**src/rtl/rrs_pkg.sv**
```systemverilog
package rrs_pkg;

    localparam int RND_W = 2;

    typedef enum logic [1:0] {
        CLS_FAST = 2'd0,
        CLS_MID  = 2'd1,
        CLS_SLOW = 2'd2
    } rclass_e;

    typedef enum logic [1:0] {
        WK_IDLE = 2'd0,
        WK_LOOK = 2'd1,
        WK_REQ  = 2'd2
    } wstate_e;

    // Short filter outranks medium: a false hit can only speed a row up.
    function automatic rclass_e pick_class(input logic hit_fast, input logic hit_mid);
        if (hit_fast)
            return CLS_FAST;
        else if (hit_mid)
            return CLS_MID;
        else
            return CLS_SLOW;
    endfunction

    function automatic logic class_due(input rclass_e c, input logic [RND_W-1:0] rnd);
        case (c)
            CLS_FAST: return 1'b1;
            CLS_MID:  return ~rnd[0];
            default:  return (rnd == '0);
        endcase
    endfunction

endpackage

```
**src/rtl/rrs_bloom_bin.sv**
```systemverilog
module rrs_bloom_bin #(
    parameter int ROW_W = 10,
    parameter int IDX_W = 8,
    parameter int MUL   = 567
) (
    input  logic             clk,
    input  logic             rst,
    input  logic             clr,
    input  logic             ins_en,
    input  logic [ROW_W-1:0] ins_row,
    input  logic [ROW_W-1:0] look_row,
    output logic             hit
);
    localparam int NBITS = 1 << IDX_W;
    localparam int NCH   = (ROW_W + IDX_W - 1) / IDX_W;

    function automatic logic [IDX_W-1:0] fold_idx(input logic [ROW_W-1:0] r);
        logic [NCH*IDX_W-1:0] ext;
        logic [IDX_W-1:0]     acc;
        ext = '0;
        ext[ROW_W-1:0] = r;
        acc = '0;
        for (int i = 0; i < NCH; i++)
            acc ^= ext[i*IDX_W +: IDX_W];
        return acc;
    endfunction

    function automatic logic [IDX_W-1:0] mul_idx(input logic [ROW_W-1:0] r);
        logic [ROW_W-1:0] p;
        p = r * ROW_W'(MUL);
        return p[ROW_W-1 -: IDX_W];
    endfunction

    logic [NBITS-1:0] bits_q;

    always_ff @(posedge clk) begin
        if (rst || clr) begin
            bits_q <= '0;
        end else if (ins_en) begin
            bits_q[fold_idx(ins_row)] <= 1'b1;
            bits_q[mul_idx(ins_row)]  <= 1'b1;
        end
    end

    assign hit = bits_q[fold_idx(look_row)] & bits_q[mul_idx(look_row)];

endmodule

```
**src/rtl/rrs_round_timer.sv**
```systemverilog
module rrs_round_timer #(
    parameter int PER_W = 24
) (
    input  logic             clk,
    input  logic             rst,
    input  logic [PER_W-1:0] period,
    output logic             fire
);
    logic [PER_W-1:0] cnt_q;
    logic             wrap;

    assign wrap = ({1'b0, cnt_q} + 1'b1) >= {1'b0, period};

    always_ff @(posedge clk) begin
        if (rst) begin
            cnt_q <= '0;
            fire  <= 1'b0;
        end else begin
            fire  <= wrap;
            cnt_q <= wrap ? '0 : cnt_q + 1'b1;
        end
    end

endmodule

```
**src/rtl/rrs_row_walker.sv**
```systemverilog
module rrs_row_walker
    import rrs_pkg::*;
#(
    parameter int ROW_W = 10
) (
    input  logic             clk,
    input  logic             rst,
    input  logic             start,
    input  logic             hit_fast,
    input  logic             hit_mid,
    input  logic             ack,
    output logic [ROW_W-1:0] row,
    output rclass_e          cls,
    output logic             req,
    output logic [RND_W-1:0] rnd
);
    localparam logic [ROW_W-1:0] LAST_ROW = '1;

    wstate_e          st_q;
    logic [ROW_W-1:0] row_q;
    rclass_e          cls_q;
    logic [RND_W-1:0] rnd_q;
    logic             pend_q;
    rclass_e          look_cls;
    logic             look_due;
    logic             step;

    assign look_cls = pick_class(hit_fast, hit_mid);
    assign look_due = class_due(look_cls, rnd_q);
    assign step     = ((st_q == WK_LOOK) && !look_due) || ((st_q == WK_REQ) && ack);

    always_ff @(posedge clk) begin
        if (rst) begin
            st_q   <= WK_IDLE;
            row_q  <= '0;
            cls_q  <= CLS_FAST;
            rnd_q  <= '0;
            pend_q <= 1'b0;
        end else begin
            pend_q <= (st_q == WK_IDLE) ? 1'b0 : (pend_q | start);
            case (st_q)
                WK_IDLE: if (start || pend_q) begin
                    st_q  <= WK_LOOK;
                    row_q <= '0;
                end
                WK_LOOK: if (look_due) begin
                    st_q  <= WK_REQ;
                    cls_q <= look_cls;
                end
                default: ;
            endcase
            if (step) begin
                if (row_q == LAST_ROW) begin
                    row_q <= '0;
                    rnd_q <= rnd_q + 1'b1;
                    st_q  <= WK_IDLE;
                end else begin
                    row_q <= row_q + 1'b1;
                    st_q  <= WK_LOOK;
                end
            end
        end
    end

    assign row = row_q;
    assign cls = cls_q;
    assign req = (st_q == WK_REQ);
    assign rnd = rnd_q;

endmodule

```
**src/rtl/multirate_refresh_sched.sv**
```systemverilog
module multirate_refresh_sched
    import rrs_pkg::*;
#(
    parameter int ROW_W    = 10,
    parameter int IDX_W    = 8,
    parameter int PER_W    = 24,
    parameter int HASH_MUL = 567
) (
    input  logic             clk,
    input  logic             rst,
    input  logic             filt_clr,
    input  logic             ins_valid,
    input  logic [ROW_W-1:0] ins_row,
    input  logic             ins_bin,
    input  logic [PER_W-1:0] round_period,
    input  logic             ref_ack,
    output logic             ref_req,
    output logic [ROW_W-1:0] ref_row,
    output logic [1:0]       ref_class,
    output logic [RND_W-1:0] ref_round
);
    localparam int NBINS = 2;

    logic [NBINS-1:0] bin_hit;
    logic             tick;
    rclass_e          wk_cls;

    for (genvar b = 0; b < NBINS; b++) begin : g_bin
        rrs_bloom_bin #(
            .ROW_W (ROW_W),
            .IDX_W (IDX_W),
            .MUL   (HASH_MUL)
        ) u_bin (
            .clk      (clk),
            .rst      (rst),
            .clr      (filt_clr),
            .ins_en   (ins_valid && (ins_bin == b[0])),
            .ins_row  (ins_row),
            .look_row (ref_row),
            .hit      (bin_hit[b])
        );
    end

    rrs_round_timer #(.PER_W(PER_W)) u_timer (
        .clk    (clk),
        .rst    (rst),
        .period (round_period),
        .fire   (tick)
    );

    rrs_row_walker #(.ROW_W(ROW_W)) u_walk (
        .clk      (clk),
        .rst      (rst),
        .start    (tick),
        .hit_fast (bin_hit[0]),
        .hit_mid  (bin_hit[1]),
        .ack      (ref_ack),
        .row      (ref_row),
        .cls      (wk_cls),
        .req      (ref_req),
        .rnd      (ref_round)
    );

    assign ref_class = wk_cls;

endmodule

```
**config.mk**
```make
export PLATFORM = sky130hd
export DESIGN_NAME = multirate_refresh_sched
export DESIGN_NICKNAME = d
export VERILOG_FILES = /design/src/rtl/rrs_pkg.sv /design/src/rtl/rrs_bloom_bin.sv /design/src/rtl/rrs_round_timer.sv /design/src/rtl/rrs_row_walker.sv /design/src/rtl/multirate_refresh_sched.sv
export SDC_FILE = /design/constraint.sdc
export NUM_CORES = 2
export LEC_CHECK = 0
export ABC_AREA = 0
export BUFFER_PORTS_ARGS = -buffer_cell sky130_fd_sc_hd__buf_2
export CORE_MARGIN = 1
export CORE_UTILIZATION = 29
export CTS_BUF_LIST = sky130_fd_sc_hd__clkbuf_4 sky130_fd_sc_hd__clkbuf_8
export DETAILED_ROUTE_END_ITERATION = 8
export HOLD_SLACK_MARGIN = 0.12
export PLACE_DENSITY = 0.54
export SLEW_MARGIN = 20
export SYNTH_ARGS = -nofsm -noshare
export SYNTH_HDL_FRONTEND = slang
export SYNTH_SLANG_ARGS = --single-unit
```
**constraint.sdc**
```tcl
create_clock -name clk -period 5.6 [get_ports clk]
set_clock_uncertainty 0.1 [all_clocks]
set_input_delay 1.4 -clock clk [delete_from_list [all_inputs] [get_ports clk]]
set_output_delay 1.4 -clock clk [all_outputs]
set_load 0.005 [all_outputs]
```
==> reports/results.ini <==
[detailed_routing]
wl_per_cell_um=25.03
drt_iter0_drc=3542
wl_met3_um=14310
vias_per_cell=5.771
wl_met2_um=51220
totalWireLength_um=119600
dr.max_layer_used=met5
drt-pass1-iter-count=6
wirelength_met1_um=48210
ant_nets=0
num_vias=27570
drc=0

[setup_path]
critical_path_peak_fanout=9
endpoint_kind=register
arrival_ns=6.21
path_class=reg -> reg
crit_required_ns=6.15
start_kind=register

[floorplanning]
fp.dieH_um=325.5
core_um2=103600
start_util=0.2929
rows=118
dieArea_um2=106000
die_w_um=325.5
io-pin-count=55

[sta]
finalCritPeriodShare=1.010
worst_pin_slew_ns=1.049
worst_slack_ns=-0.05516
fmax_mhz=176.8
drv_slew=0
slew_headroom=0.3007
min_period_ns=5.655
rsz0062_at_grt=yes
hold_viol=0
fin_setup_tns_ns=-0.4064
setup_viol=11

[logic_synthesis]
synth_cells=3137
ys_types=69
synth_fp_nets=3289
synth_seq_area_share=0.3654
synth-edff-count=0
async_reset_ff_frac=0
synth_flop_cell=dfxtp_1
ys_ff_latch=554
ys_warn_count=0
netlist_area_um2=30350
synth.avg_cell_area_um2=9.676

[place]
hpwl_um=77060
port_buffers=54
place_inst=4560
globalplace.congestion=0.9165

[power_and_ir_drop]
internal_power_w=0.007726
pwr-share-seq=0.335
swShare=0.3534
p_switching_w=0.004222
power.density_nw_per_um2=321.0
combPwrFrac=0.313
power_w=0.01195
vdd_drop_max_uv=243.2
p_leak_nw=12.75
power_frac_clock=0.352

[grt]
grt_pass1_wl_um=177000
grt_use_total=0.2212
grt_overflow=0
grt_pass1_vias=26680
antenna_found_initial=4
grt_max_degree=133

[cells_and_area]
drive_gt1_frac=0.2743
synthToLayoutAreaGrowth_pct=22.63
fillCellCount=10450
final_util=0.3591
finalNonFillerCells=4777
fin_nets=3469

[clock_tree]
clockBufferDepth=3
htreeDepth=3
worstSkewPairLatency_ns=0.77
cts_hold_buf=0
cts_tree=done
cts_root_buf=clkbuf_8
cts.sinks=554
cts.reportedPaths.clkPinSlew_ns=0.06
cts_buffers=97

[flow_run]
maxCapViolations=0

[outcome]
status=finished, violations left
violations=setup timing

[worst_hold_path]
hp-class=reg -> reg

power groups by stage:
stage / Sequential [W] / Clock [W] / Combinational (W)
4_1_cts: 0.00400 / 0.00428 / 0.00363
5_1_grt: 0.00400 / 0.00445 / 0.00387
3_5_place_dp: 0.00408 / 0 / 0.00357
6_report: 0.00400 / 0.00421 / 0.00374
2_1_floorplan: 0.00408 / 0 / 0.00172
3_3_place_gp: 0.00408 / 0 / 0.00358
registers in the layout, summed over array words and instances (netlist names):
| name | count |
|---|---|
| g_bin.u_bin.bits_q | 512 |
| u_timer.cnt_q | 24 |
| u_timer.fire | 1 |
| u_walk.cls | 2 |
| u_walk.pend_q | 1 |
| u_walk.rnd | 2 |
| u_walk.row | 10 |
| u_walk.st_q | 2 |
final timing paths:
kind | startpoint | end | slack, ns | cells past startpoint
hold / removal | g_bin[0].u_bin.bits_q[102]$_SDFFE_PP0P_ | g_bin[0].u_bin.bits_q[102]$_SDFFE_PP0P_ | 0.39 | 2
setup reg to reg | u_walk.row[3]$_SDFFE_PP0P_ | u_walk.row[6]$_SDFFE_PP0P_ | -0.06 | 21
setup / recovery | u_walk.row[3]$_SDFFE_PP0P_ | u_walk.row[6]$_SDFFE_PP0P_ | -0.06 | 21
hold reg to reg | g_bin[0].u_bin.bits_q[102]$_SDFFE_PP0P_ | g_bin[0].u_bin.bits_q[102]$_SDFFE_PP0P_ | 0.39 | 2
per-stage QoR:
step	hold WS, ns	setup slack [ns]	area (um2)
floorplan	0.3449	0.009008	30500
global placement	0.3626	-0.5174	34070
detailed placement	0.3708	-0.4996	34070
CTS	0.3860	-0.01414	37070
global route	0.4045	-0.1908	37220
finish	0.3852	-0.05516	37220
placed cells by master (no fill, tap or decap), types with 11 or more instances in the layout:
cell,count
nor2_1,568
dfxtp_1,549
a21oi_1,536
mux4_2,301
o22ai_1,256
buf_4,205
clkbuf_8,128
nand2_1,103
inv_1,99
buf_12,73
ha_1,68
buf_2,54
xnor2_1,45
nand3_1,29
clkbuf_4,27
fa_1,23
ha_4,20
nand2_2,19
nor3_1,16
mux2i_1,15
nand4_1,13
xor2_1,13
a22oi_1,13
clkinv_2,13
mux2_2,11
o21ai_0,11
area by class of cell:
type,instances,area (um2),share of cell area
tap,1380,1727,0.04639
inverter,106,397.9,0.01069
clock buffer,155,1964,0.05277
sequential,554,11110,0.2985
multi-input combinational,2210,18220,0.4895
antenna,3,7.507,0.0002017
timing repair buffer,348,3578,0.09613
clock inverter,21,219.0,0.005882
synthesized netlist by cell type, drive strengths merged, types with 7 or more instances:
cell type | count | area share
fa | 24 | 0.016
nand4 | 13 | 0.0027
a211oi | 7 | 0.0019
o21a | 9 | 0.0022
o22ai | 256 | 0.053
nor3 | 17 | 0.0028
a21o | 10 | 0.0025
buf | 63 | 0.014
ha | 88 | 0.036
mux4 | 304 | 0.23
o21ai | 19 | 0.0031
inv | 106 | 0.013
dfxtp | 554 | 0.37
mux2i | 20 | 0.0066
a22oi | 14 | 0.0035
nor2 | 571 | 0.071
and3 | 8 | 0.0016
nand2 | 122 | 0.015
nor3b | 10 | 0.0025
mux2 | 14 | 0.0052
xor2 | 16 | 0.0055
nor2b | 11 | 0.0023
nand3 | 29 | 0.0048
a21oi | 541 | 0.089
xnor2 | 47 | 0.014
clkbuf | 205 | 0.025
metal layers:
metal	vias to the layer above	GRT usage
li1	11960	-
met1	13570	0.3012
met2	1697	0.3256
met3	339	0.05695
met4	4	0.1053
met5	-	0
kinds of logic (layout without fill, tap and decap cells):
logic type	Yosys count	count (layout)	share of synthesized area
other	0	3	0
xor gates and xnor gates	63	63	0.01904
adders and majority gates	112	112	0.05210
DFF	554	554	0.3654
buffers and inverters	374	630	0.05239
and+or+nand+nor	800	800	0.1068
muxes	338	338	0.2377
AOI/OAI and AO/OA	896	897	0.1665
what timing repair did:
item | in CTS | in global routing
resized for setup | 59 | 23
pin swaps | 24 | 13
cloned | 8 | 0
buffers inserted | 27 | 5
endpoints found under the setup margin | 16 | 16
worst max-delay path, stage by stage (launching register included):
cell,delay [ns]
dfxtp_4,0.39
ha_4,0.21
ha_1,0.29
ha_1,0.33
ha_4,0.29
ha_4,0.20
ha_4,0.30
xor2_4,0.24
buf_12,0.20
buf_4,0.13
buf_12,0.13
mux4_2,0.30
mux4_2,0.58
mux2i_2,0.25
mux2_4,0.20
o22a_1,0.16
a211oi_4,0.07
buf_6,0.14
mux2i_4,0.19
a32o_2,0.32
or3b_1,0.37
a31oi_1,0.13
No activity file was read; power rests on OpenSTA's default activity.
